File: config.mk
export PLATFORM = sky130hd
export DESIGN_NAME = dpins_sub_tap
export DESIGN_NICKNAME = d
export VERILOG_FILES = /design/src/rtl/dpins_pkg.sv /design/src/rtl/dpins_tap_fsm.sv /design/src/rtl/dpins_scan_reg.sv /design/src/rtl/dpins_aux_tap.sv /design/src/rtl/dpins_sub_tap.sv
export SDC_FILE = /design/constraint.sdc
export NUM_CORES = 1
export LEC_CHECK = 0
export ABC_AREA = 0
export BUFFER_PORTS_ARGS = -buffer_cell sky130_fd_sc_hd__buf_2
export CAP_MARGIN = 20
export CORE_MARGIN = 10
export CORE_UTILIZATION = 50
export CTS_CLUSTER_SIZE = 16
export DETAILED_ROUTE_END_ITERATION = 12
export PLACE_DENSITY_LB_ADDON = 0.2
export SLEW_MARGIN = 20
export SYNTH_ARGS = -nofsm -noshare
export SYNTH_HDL_FRONTEND = slang
export SYNTH_SLANG_ARGS = --single-unit
File: constraint.sdc
create_clock -name tck_i -period 2.85 [get_ports tck_i]
set_input_delay 0.855 -clock tck_i [delete_from_list [all_inputs] [get_ports tck_i]]
set_output_delay 0.855 -clock tck_i [all_outputs]
set_load 0.03 [all_outputs]
File: src/rtl/dpins_pkg.sv
package dpins_pkg;

  typedef enum logic [3:0] {
    TAP_RESET, TAP_IDLE,
    TAP_SEL_DR, TAP_CAP_DR, TAP_SHIFT_DR, TAP_EXIT1_DR, TAP_PAUSE_DR, TAP_EXIT2_DR, TAP_UPD_DR,
    TAP_SEL_IR, TAP_CAP_IR, TAP_SHIFT_IR, TAP_EXIT1_IR, TAP_PAUSE_IR, TAP_EXIT2_IR, TAP_UPD_IR
  } tap_state_e;

  typedef struct packed {
    logic reset;
    logic capture_dr;
    logic shift_dr;
    logic update_dr;
    logic capture_ir;
    logic shift_ir;
    logic update_ir;
  } tap_ctl_t;

  localparam logic [31:0] AUX_IDCODE_DEF = 32'h4BA0_0477;

endpackage

File: src/rtl/dpins_tap_fsm.sv
module dpins_tap_fsm
  import dpins_pkg::*;
(
  input  logic     tck_i,
  input  logic     rst_ni,
  input  logic     tms_i,
  output tap_ctl_t ctl_o
);

  tap_state_e state_q, state_d;

  always_comb begin
    state_d = state_q;
    unique case (state_q)
      TAP_RESET:    state_d = tms_i ? TAP_RESET    : TAP_IDLE;
      TAP_IDLE:     state_d = tms_i ? TAP_SEL_DR   : TAP_IDLE;
      TAP_SEL_DR:   state_d = tms_i ? TAP_SEL_IR   : TAP_CAP_DR;
      TAP_CAP_DR:   state_d = tms_i ? TAP_EXIT1_DR : TAP_SHIFT_DR;
      TAP_SHIFT_DR: state_d = tms_i ? TAP_EXIT1_DR : TAP_SHIFT_DR;
      TAP_EXIT1_DR: state_d = tms_i ? TAP_UPD_DR   : TAP_PAUSE_DR;
      TAP_PAUSE_DR: state_d = tms_i ? TAP_EXIT2_DR : TAP_PAUSE_DR;
      TAP_EXIT2_DR: state_d = tms_i ? TAP_UPD_DR   : TAP_SHIFT_DR;
      TAP_UPD_DR:   state_d = tms_i ? TAP_SEL_DR   : TAP_IDLE;
      TAP_SEL_IR:   state_d = tms_i ? TAP_RESET    : TAP_CAP_IR;
      TAP_CAP_IR:   state_d = tms_i ? TAP_EXIT1_IR : TAP_SHIFT_IR;
      TAP_SHIFT_IR: state_d = tms_i ? TAP_EXIT1_IR : TAP_SHIFT_IR;
      TAP_EXIT1_IR: state_d = tms_i ? TAP_UPD_IR   : TAP_PAUSE_IR;
      TAP_PAUSE_IR: state_d = tms_i ? TAP_EXIT2_IR : TAP_PAUSE_IR;
      TAP_EXIT2_IR: state_d = tms_i ? TAP_UPD_IR   : TAP_SHIFT_IR;
      TAP_UPD_IR:   state_d = tms_i ? TAP_SEL_DR   : TAP_IDLE;
      default:      state_d = TAP_RESET;
    endcase
  end

  always_ff @(posedge tck_i or negedge rst_ni) begin
    if (!rst_ni) state_q <= TAP_RESET;
    else         state_q <= state_d;
  end

  assign ctl_o.reset      = (state_q == TAP_RESET);
  assign ctl_o.capture_dr = (state_q == TAP_CAP_DR);
  assign ctl_o.shift_dr   = (state_q == TAP_SHIFT_DR);
  assign ctl_o.update_dr  = (state_q == TAP_UPD_DR);
  assign ctl_o.capture_ir = (state_q == TAP_CAP_IR);
  assign ctl_o.shift_ir   = (state_q == TAP_SHIFT_IR);
  assign ctl_o.update_ir  = (state_q == TAP_UPD_IR);

  // consecutive TMS-high edges, checker only
  logic [2:0] tms_ones_q;
  always_ff @(posedge tck_i or negedge rst_ni) begin
    if (!rst_ni)                      tms_ones_q <= '0;
    else if (!tms_i)                  tms_ones_q <= '0;
    else if (tms_ones_q != 3'd5)      tms_ones_q <= tms_ones_q + 3'd1;
  end

  AST_FIVE_ONES_RESET: assert property (@(posedge tck_i) disable iff (!rst_ni)
    (tms_ones_q == 3'd5) |-> (state_q == TAP_RESET));

endmodule

File: src/rtl/dpins_scan_reg.sv
module dpins_scan_reg #(
  parameter int W = 1
) (
  input  logic         tck_i,
  input  logic         rst_ni,
  input  logic         en_i,
  input  logic         capture_i,
  input  logic         shift_i,
  input  logic         tdi_i,
  input  logic [W-1:0] cap_val_i,
  output logic [W-1:0] q_o
);

  generate
    if (W == 1) begin : g_bit
      always_ff @(posedge tck_i or negedge rst_ni) begin
        if (!rst_ni) q_o <= '0;
        else if (en_i) begin
          if (capture_i)    q_o <= cap_val_i;
          else if (shift_i) q_o <= tdi_i;
        end
      end
    end else begin : g_vec
      always_ff @(posedge tck_i or negedge rst_ni) begin
        if (!rst_ni) q_o <= '0;
        else if (en_i) begin
          if (capture_i)    q_o <= cap_val_i;
          else if (shift_i) q_o <= {tdi_i, q_o[W-1:1]};
        end
      end
    end
  endgenerate

endmodule

File: src/rtl/dpins_aux_tap.sv
module dpins_aux_tap #(
  parameter int          IR_W     = 4,
  parameter int          ID_W     = 32,
  parameter logic [ID_W-1:0] IDCODE = 32'h4BA0_0477,
  parameter logic [IR_W-1:0] ID_INS = 4'hE
) (
  input  logic tck_i,
  input  logic rst_ni,
  input  logic active_i,
  input  logic tlr_i,
  input  logic capture_dr_i,
  input  logic shift_dr_i,
  input  logic capture_ir_i,
  input  logic shift_ir_i,
  input  logic update_ir_i,
  input  logic tdi_i,
  output logic tdo_o
);

  localparam logic [IR_W-1:0] IR_CAPTURE = {{(IR_W-1){1'b0}}, 1'b1};

  logic [IR_W-1:0] ir_sh, ir_q;
  logic [ID_W-1:0] id_sh;
  logic            bp_q, id_sel;

  assign id_sel = (ir_q == ID_INS);

  dpins_scan_reg #(.W(IR_W)) u_ir_sh (
    .tck_i, .rst_ni, .en_i(active_i), .capture_i(capture_ir_i), .shift_i(shift_ir_i),
    .tdi_i, .cap_val_i(IR_CAPTURE), .q_o(ir_sh));

  dpins_scan_reg #(.W(ID_W)) u_id_sh (
    .tck_i, .rst_ni, .en_i(active_i && id_sel), .capture_i(capture_dr_i),
    .shift_i(shift_dr_i), .tdi_i, .cap_val_i(IDCODE), .q_o(id_sh));

  dpins_scan_reg #(.W(1)) u_bp (
    .tck_i, .rst_ni, .en_i(active_i && !id_sel), .capture_i(capture_dr_i),
    .shift_i(shift_dr_i), .tdi_i, .cap_val_i(1'b0), .q_o(bp_q));

  // hidden TAP is held in reset
  always_ff @(posedge tck_i or negedge rst_ni) begin
    if (!rst_ni)                  ir_q <= ID_INS;
    else if (tlr_i || !active_i)  ir_q <= ID_INS;
    else if (update_ir_i)         ir_q <= ir_sh;
  end

  assign tdo_o = shift_ir_i ? ir_sh[0] : (id_sel ? id_sh[0] : bp_q);

  AST_HIDDEN_HOLDS_IDCODE: assert property (@(posedge tck_i) disable iff (!rst_ni)
    !active_i |=> (ir_q == ID_INS));

  AST_ID_CAPTURE: assert property (@(posedge tck_i) disable iff (!rst_ni)
    (active_i && capture_dr_i && id_sel) |=> (id_sh == IDCODE));

endmodule

File: src/rtl/dpins_sub_tap.sv
module dpins_sub_tap
  import dpins_pkg::*;
#(
  parameter int              IR_W       = 5,
  parameter int              CFG_W      = 32,
  parameter logic [IR_W-1:0] CFG_INS    = 5'h12,
  parameter logic [IR_W-1:0] RST_INS    = 5'h1F,
  parameter int              EN_BIT     = 0,
  parameter int              AUX_IR_W   = 4,
  parameter logic [31:0]     AUX_IDCODE = AUX_IDCODE_DEF,
  parameter logic [AUX_IR_W-1:0] AUX_ID_INS = 4'hE
) (
  input  logic tck_i,
  input  logic rst_ni,
  input  logic tms_i,
  input  logic tdi_i,
  output logic tdo_o
);

  localparam logic [IR_W-1:0] IR_CAPTURE = {{(IR_W-1){1'b0}}, 1'b1};

  tap_ctl_t         ctl;
  logic [IR_W-1:0]  ir_sh, ir_q;
  logic [CFG_W-1:0] cfg_sh, cfg_q;
  logic             bp_q, cfg_sel, aux_on, main_tdo, aux_tdo;

  dpins_tap_fsm u_fsm (.tck_i, .rst_ni, .tms_i, .ctl_o(ctl));

  assign cfg_sel = (ir_q == CFG_INS);

  dpins_scan_reg #(.W(IR_W)) u_ir_sh (
    .tck_i, .rst_ni, .en_i(1'b1), .capture_i(ctl.capture_ir), .shift_i(ctl.shift_ir),
    .tdi_i, .cap_val_i(IR_CAPTURE), .q_o(ir_sh));

  dpins_scan_reg #(.W(CFG_W)) u_cfg_sh (
    .tck_i, .rst_ni, .en_i(cfg_sel), .capture_i(ctl.capture_dr), .shift_i(ctl.shift_dr),
    .tdi_i, .cap_val_i(cfg_q), .q_o(cfg_sh));

  dpins_scan_reg #(.W(1)) u_bp (
    .tck_i, .rst_ni, .en_i(!cfg_sel), .capture_i(ctl.capture_dr), .shift_i(ctl.shift_dr),
    .tdi_i, .cap_val_i(1'b0), .q_o(bp_q));

  always_ff @(posedge tck_i or negedge rst_ni) begin
    if (!rst_ni)            ir_q <= RST_INS;
    else if (ctl.reset)     ir_q <= RST_INS;
    else if (ctl.update_ir) ir_q <= ir_sh;
  end

  // config only moves in Update-DR, so path length is fixed during a shift
  always_ff @(posedge tck_i or negedge rst_ni) begin
    if (!rst_ni)                          cfg_q <= '0;
    else if (ctl.reset)                   cfg_q <= '0;
    else if (ctl.update_dr && cfg_sel)    cfg_q <= cfg_sh;
  end

  assign aux_on   = cfg_q[EN_BIT];
  assign main_tdo = ctl.shift_ir ? ir_sh[0] : (cfg_sel ? cfg_sh[0] : bp_q);

  dpins_aux_tap #(
    .IR_W(AUX_IR_W), .ID_W(32), .IDCODE(AUX_IDCODE), .ID_INS(AUX_ID_INS)
  ) u_aux (
    .tck_i, .rst_ni, .active_i(aux_on), .tlr_i(ctl.reset),
    .capture_dr_i(ctl.capture_dr), .shift_dr_i(ctl.shift_dr),
    .capture_ir_i(ctl.capture_ir), .shift_ir_i(ctl.shift_ir), .update_ir_i(ctl.update_ir),
    .tdi_i(main_tdo), .tdo_o(aux_tdo));

  assign tdo_o = aux_on ? aux_tdo : main_tdo;

  AST_IR_CAPTURE: assert property (@(posedge tck_i) disable iff (!rst_ni)
    ctl.capture_ir |=> (ir_sh == IR_CAPTURE));

  AST_BYPASS_ZERO: assert property (@(posedge tck_i) disable iff (!rst_ni)
    (ctl.capture_dr && !cfg_sel) |=> (bp_q == 1'b0));

  AST_INSERT_ON_UPDATE: assert property (@(posedge tck_i) disable iff (!rst_ni)
    !(ctl.update_dr && cfg_sel) && !ctl.reset |=> $stable(aux_on));

  AST_TLR_CLEARS: assert property (@(posedge tck_i) disable iff (!rst_ni)
    ctl.reset |=> (cfg_q == '0) && !aux_on && (ir_q == RST_INS));

  AST_CFG_READBACK: assert property (@(posedge tck_i) disable iff (!rst_ni)
    (ctl.capture_dr && cfg_sel) |=> (cfg_sh == cfg_q));

endmodule

==> summary.md, run 1 <==
| Metric | Value |
|---|---|
| Status | finished with violations |
| Failing checks | setup timing |
| Number of global-route vias before repair | 3,750 |
| H-tree Lvls | 4 |
| Sequential area share after synthesis | 56.7% |
| CP max FO | 3 |
| Max transition margin | 56.2% |
| Root Buffer | clkbuf_8 |
| Initial DRC Count | 304 |
| Crit. End Element | output pin |
| Fin area | 6160 µm² |
| RSZ-0062 raised after global routing | yes |
| Library cells used by synthesis | 49 |
| Max Root-Sink Buffers | 2 |
| Worst-Skew Late Latency | 520 ps |
| Row count | 37 |
| Post-DP HPWL | 6.17 mm |
| Worst EP arrival | 2070 ps |
| Die Span Y | 123 µm |
| Tot GR Track Use | 15.3% |
| Router iterations before antenna repair | 4 |
| Worst setup margin | -77.8 ps |
| Fin crit period | 2930 ps |
| Metal2 WL | 4.74 mm |
| N_diodes | 0 |
| Post-synth EDFFs | 0 |
| GPL Wtd Cong | 0.796 |
| Global-route wire length before repair | 18.6 mm |
| Worst-margin pin slew | 651 ps |
| Die area | 15,200 µm² |
| Worst setup path class | register to output pin |
| Worst Path Required | 2000 ps |
| Vias | 3,713 |
| M1 WL | 5.26 mm |
| Post-route ant nets | 0 |
| Synth Register Bits | 120 |
| I/O Pins | 5 |
| Num CTS Buffers | 17 |
| Layout cells sized above 1 | 18.9% |
| Final period utilization | 103% |
| Post-Synthesis Cells | 518 |
| Final nets | 521 |
| Post-placement cell area | 5480 µm² |
| Top sig layer | met4 |
| Die width | 123 µm |
| Crit start category | register |
| Largest net degree at the start of global routing | 65 |
| Final Hold Fails | 0 |
| P_leak | 2.58 nW |
| Most used DFF post-synth | dfrtp_1 |
| Layout area overhead | 15.9% |
| Port Buf Inserts | 4 |
| Core area | 10,300 µm² |
| Clock Skew | 11.1 ps |
| Fmax | 342 MHz |
| Total grt overflow | 0 |
| Max-cap violations | 0 |
| Sink Count | 120 |
| Pwr per Cell Area | 825 nW/µm² |
| Final setup fails | 1 |
| Hold_ws | 289 ps |
| Drt drc | 0 |
| Final Slew Violations | 0 |
| Peak VDD IR | 0.000669 V |
| Number of fill cells | 837 |
| FFs w/ async S/R, synth | 100% |
| Synth warnings | 0 |
| CTS tree | built |
| Clock transition at path regs | 60 ps |
| Initial core utilization | 51.5% |
| Tightest Hold Check Type | primary input to async pin |
| Routed len/inst | 15.7 µm |
| Post-Synthesis Net Count | 522 |
| Syn_area_per_cell | 10.3 µm² |
| Antenna violations before repair | 0 |
| Mapped Area | 5320 µm² |
| Vias/cell | 5.58 |
| Met3 WL | 251 µm |
| Routed wire length | 10.4 mm |
final timing paths:
check | from | endpoint | slack [ps] | cells after the start
max in group asynchronous | rst_ni | u_aux.ir_q[2] | 1800 | 2
max reg2reg | u_fsm.state_q[0] | u_aux.u_id_sh.q_o[25] | 510 | 6
max | ir_q[4] | tdo_o | -80 | 5
min in group tck_i | u_aux.u_bp.q_o | u_aux.u_bp.q_o | 470 | 2
min | rst_ni | u_cfg_sh.q_o[26] | 290 | 1
min reg2reg | u_aux.u_bp.q_o | u_aux.u_bp.q_o | 470 | 2
metal layers:
metal  vias to the layer above  track usage, %
met1                      1858            21.1
met3                        15            4.60
li1                       1800               -
met2                        40            22.1
met5                         -               0
met4                         0            5.90
placed cells by master (no fill, tap or decap), types with 2 or more instances in the layout:
cell type  netlist  layout
a32o_1           3       3
clkinv_2         0       2
nor2b_1          2       2
a211oi_4         1       2
buf_12           0       2
o221ai_1         2       2
a21oi_1          4       4
mux2_2           3       3
a22o_1          35      35
inv_1            3       3
buf_4            0      16
a31oi_1          5       5
and2_1           2       2
bufinv_16        0       5
mux2i_1          3       3
nand3_1          3       3
o21ai_0          6       6
dfrtp_1        112     112
a22oi_1          5       5
nand2b_1         2       2
nor2_1          58      58
clkbuf_8         0       4
o41ai_1          2       2
and3_1           2       2
nand2_1        124     124
o21ai_1         39      39
a31oi_2         27      27
buf_2           12       2
nor3_1           2       2
dfstp_2          8       8
o211ai_1         2       2
clkbuf_16        0      16
clkbuf_1        22       4
worst max-delay path, cell delays in order (launching register included):
cell	delay (ps)
dfstp_2	540
nand4bb_1	150
or2_4	290
a211oi_4	280
o32ai_2	110
buf_4	180
metrics by stage:
stage / setup WS (ps) / setup TNS (ps) / cells / util (%) / total power [mW]
final: -77.8 / -77.8 / 666 / 59.7 / 5.08
after detailed placement: 275 / 0 / 633 / 53.1 / 2.79
after floorplan: 216 / 0 / 518 / - / 2.50
after global routing: -175 / -175 / 666 / 59.7 / 5.33
after CTS: -101 / -101 / 666 / 59.7 / 5.12
after global placement: 318 / 0 / 632 / 52.9 / 2.75
cell usage after synthesis, types with 2 or more instances:
master / n / area (µm²)
nand2_1: 124 / 465
dfrtp_1: 112 / 2800
nor2_1: 58 / 218
o21ai_1: 39 / 195
a22o_1: 35 / 307
a31oi_2: 27 / 338
clkbuf_1: 22 / 82.6
buf_2: 12 / 60.1
dfstp_2: 8 / 210
buf_6: 7 / 78.8
o21ai_0: 6 / 30.0
a22oi_1: 5 / 37.5
a31oi_1: 5 / 31.3
a21oi_1: 4 / 20.0
a32o_1: 3 / 30.0
inv_1: 3 / 11.3
mux2_2: 3 / 33.8
mux2i_1: 3 / 30.0
nand3_1: 3 / 15.0
and2_1: 2 / 12.5
and3_1: 2 / 12.5
nand2b_1: 2 / 12.5
nand4bb_1: 2 / 22.5
nor2b_1: 2 / 12.5
nor3_1: 2 / 10.0
o211ai_1: 2 / 15.0
o221ai_1: 2 / 17.5
o41ai_1: 2 / 17.5
what timing repair did:
action | 4_1_cts | 5_1_grt
buffers inserted | 1 | 0
hold buffers | 0 | 0
endpoints found under the setup margin | 1 | 1
pin swaps | 3 | 0
gates resized for setup | 7 | 0
gates cloned | 0 | 0
registers in the layout, summed over array words and instances, names as in the netlist, 4 cells and up:
signal and flops:
cfg_q 32, ir_q 5, u_aux.ir_q 4, u_aux.u_id_sh.q_o 32, u_aux.u_ir_sh.q_o 4, u_cfg_sh.q_o 32
u_fsm.state_q 4, u_ir_sh.q_o 5
final cells by class:
| class | count | area (µm²) | share of cell area, % |
|---|---|---|---|
| tap | 136 | 170 | 2.76 |
| inverter | 4 | 15.0 | 0.244 |
| clock buffer | 24 | 470 | 7.64 |
| sequential | 120 | 3010 | 48.9 |
| multi-input combinational | 352 | 2130 | 34.5 |
| timing repair buffer | 22 | 196 | 3.19 |
| clock inverter | 8 | 168 | 2.72 |
cell families after synthesis:
logic type                Yosys count  share of synthesized area, %
AOI/OAI and AO/OA                 139                          21.1
xor gates and xnor gates            1                         0.165
buffers and inverters              46                          4.52
DFF                               120                          56.7
muxes                               6                          1.20
and+or+nand+nor                   206                          16.3
power breakdown:
part | total, mW | internal [mW] | switching, mW
Sequential | 1.89 | 1.80 | 0.0909
Combinational | 0.894 | 0.324 | 0.570
Clock | 2.29 | 1.58 | 0.719
Total | 5.08 | 3.70 | 1.38
(Power assumes the default switching activity.)
==> inputs of run 2 (changes only) <==
- BUFFER_PORTS_ARGS: -buffer_cell sky130_fd_sc_hd__buf_2 -> not set
- CORE_UTILIZATION: 50 -> 40
- DONT_BUFFER_PORTS: not set -> 1
==> run 2 against run 1 <==
  * Fmax rose by 3.5%
  * Die area up 21%
  * The flow now finishes without violations
  * Critical endpoint unchanged
  * Via count fell by 0.70%
  * Global-route usage fell by 2.5 points
  * Clock skew shrank 3.7 ps
  * Highest routed layer unchanged
  * Critical path depth increased by 1
  * Sequential power is essentially flat
  * Clock power up 4%
  * First-iteration DRC count down 13%
==> summary.md, run 2 (same netlist as run 1, synthesis figures left out) <==
| Metric | Value |
|---|---|
| Clock power share | 46.6% (+1.4 points) |
| Final Hold Fails | 0 (unchanged) |
| Initial DRC Count | 266 (-13%) |
| Status | completed |
| Final Slew Violations | 0 (unchanged) |
| Max incr delay on CP | 540 ps (about the same) |
| Die Span Y | 135 µm (+9.9%) |
| Root Buffer | clkbuf_16 |
| Global-route wire length before repair | 18.8 mm (+1.0%) |
| Hold_ws | 137 ps (-152 ps) |
| Cts-stage hold buffer count | 0 (unchanged) |
| CP max FO | 3 (unchanged) |
| Final nets | 515 (-1.2%) |
| Router iterations before antenna repair | 4 (unchanged) |
| Pint | 3.73 mW (+0.80%) |
| Die width | 135 µm (+9.9%) |
| Max-cap violations | 0 (unchanged) |
| I/O Pins | 5 (unchanged) |
| Antenna violations before repair | 0 (unchanged) |
| Final period utilization | 99.3% (-3.4 points) |
| Setup TNS | 0 ps (+77.8 ps) |
| Clock transition at path regs | 60 ps (about the same) |
| Layout area overhead | 15.9% (unchanged) |
| Sequential fraction of design power | 37.2% (about the same) |
| Sink Count | 120 (unchanged) |
| Tot GR Track Use | 12.8% (-2.5 points) |
| Sw Pwr | 1.38 mW (-0.27%) |
| Die area | 18,300 µm² (+21%) |
| CP cell instances | nand4bb_1 -> buf_4 -> nor3b_4 -> a211oi_2 -> o32ai_2 -> buf_4 |
| Total grt overflow | 0 (unchanged) |
| Largest net degree at the start of global routing | 121 (+86%) |
| H-tree Lvls | 4 (unchanged) |
| Worst setup path class | register to output pin |
| Beginning of the worst register-to-register path | u_fsm.state_q[1] |
| Vias/cell | 5.27 (-5.5%) |
| Row count | 42 (+14%) |
| P_leak | 2.56 nW (-1.0%) |
| Overall power | 5.11 mW (+0.51%) |
| Layout cells sized above 1 | 18.1% (-0.74 points) |
| Num CTS Buffers | 17 (unchanged) |
| Number of fill cells | 1,225 (+46%) |
| Commonest non-fill, non-tap cell in the layout | nand2_1 |
| Drt drc | 0 (unchanged) |
| CP dominant cell by count | buf_4 |
| Internal reg-to-reg setup slack | 510 ps (about the same) |
| Worst Path Required | 2000 ps (about the same) |
| Routed wire length | 10.7 mm (+2.5%) |
| CP endpoint | tdo_o |
| CTS tree | built |
| Peak VDD IR | 0.000482 V (-28%) |
| Worst Setup SP | ir_q[1] |
| Post-route ant nets | 0 (unchanged) |
| Clock Skew | 7.38 ps (-3.71 ps) |
| Worst EP arrival | 1980 ps (-90 ps) |
| Setup WS pre-CTS | 313 ps (+38.7 ps) |
| Final core occ | 46.9% (-13 points) |
| Max transition margin | 55.2% (-1.1 points) |
| Worst-Skew Late Latency | 420 ps (-100 ps) |
| Crit start category | register |
| Worst-margin pin slew | 668 ps (+16.3 ps) |
| Switching Fraction | 26.9% (-0.21 points) |
| Final setup fails | 0 (-1) |
| Slowest cell on crit path | dfstp_2 |
| Fin crit period | 2830 ps (-97.7 ps) |
| Max Root-Sink Buffers | 2 (unchanged) |
| RSZ-0062 raised after global routing | yes |
| Pwr per Cell Area | 830 nW/µm² (+0.51%) |
| Crit. End Element | output pin |
| Most frequent cells in the layout | 124 x nand2_1, 112 x dfrtp_1, 58 x nor2_1, 39 x o21ai_1, 35 x a22o_1 |
| Vias | 3,687 (-0.70%) |
| Post-CTS setup buffers | 0 (-1) |
| R2R depth | 6 (unchanged) |
| FF-to-FF End | u_aux.u_id_sh.q_o[6] |
| Fmax | 353 MHz (+3.5%) |
| Post-DP HPWL | 5.91 mm (-4.3%) |
| N_diodes | 0 (unchanged) |
| Regs by FF count | cfg_q x32, u_aux.u_id_sh.q_o x32, u_cfg_sh.q_o x32 |
| Tightest Hold Check Type | primary input to async pin |
| Port Buf Inserts | 0 (-4) |
| Number of global-route vias before repair | 3,699 (-1.4%) |
| GPL Wtd Cong | 0.797 (about the same) |
| Core area | 13,100 µm² (+27%) |
| Initial core utilization | 40.5% (-11 points) |
| Worst setup margin | 19.9 ps (+97.7 ps) |
| Logic gate share of total power | 16.3% (-1.3 points) |
| Routed len/inst | 15.3 µm (-2.5%) |
## run 2: what timing repair did
item | in CTS | in global routing
resized for setup | 2 | 1
endpoints found under the setup margin | 1 | 1
pin swaps | 2 | 0
## run 2: stage by stage
stage	cell area, µm²	std cells
floorplan	5320	518
global placement	5480	668
detailed placement	5480	668
CTS	6150	700
global route	6160	700
finish	6160	700
## run 2: how the worst min path moves through the flow
stage / start / endpoint / slack, ps
CTS: rst_ni / u_cfg_sh.q_o[31] / 120
global placement: u_aux.u_bp.q_o / u_aux.u_bp.q_o / 460
global route: rst_ni / u_cfg_sh.q_o[28] / 120
detailed placement: u_aux.u_bp.q_o / u_aux.u_bp.q_o / 460
finish: rst_ni / cfg_q[22] / 140
floorplan: u_aux.u_bp.q_o / u_aux.u_bp.q_o / 440
## run 2: final cells by class
type | instances | area (µm²) | area share [%]
Multi-Input combinational cell | 352 | 2120 | 34.4
Tap cell | 176 | 220 | 3.58
Sequential cell | 120 | 3010 | 48.9
Timing Repair Buffer | 16 | 133 | 2.15
Clock buffer | 26 | 529 | 8.59
Clock inverter | 6 | 133 | 2.15
Inverter | 4 | 15.0 | 0.244
## run 2: power groups by stage
| stage | Sequential (mW) | Clock (mW) | Combinational (mW) |
|---|---|---|---|
| after floorplan | 1.88 | 0 | 0.626 |
| after global placement | 1.92 | 0 | 0.820 |
| after detailed placement | 1.92 | 0 | 0.834 |
| after CTS | 1.90 | 2.43 | 0.838 |
| after global routing | 1.91 | 2.49 | 0.923 |
| final | 1.90 | 2.38 | 0.832 |
## run 2: critical path, delay by kind of cell, from the launching register on
family	cells	cell delay (ps)
AO/OA/AOI/OAI	2	330
AND/OR/NAND/NOR	2	300
buffers and inverters	2	400
flip-flops	1	540
## run 2: metal layers
| metal | part of all wire (%) | vias up | track usage, % | wire, µm |
|---|---|---|---|---|
| met2 | 47 | 38 | 18.3 | 5000 |
| met3 | 2.9 | 16 | 3.75 | 310 |
| met5 | 0 | - | 0 | 0 |
| met4 | 1.7 | 0 | 6.34 | 179 |
| li1 | - | 1783 | - | - |
| met1 | 49 | 1850 | 17.2 | 5200 |
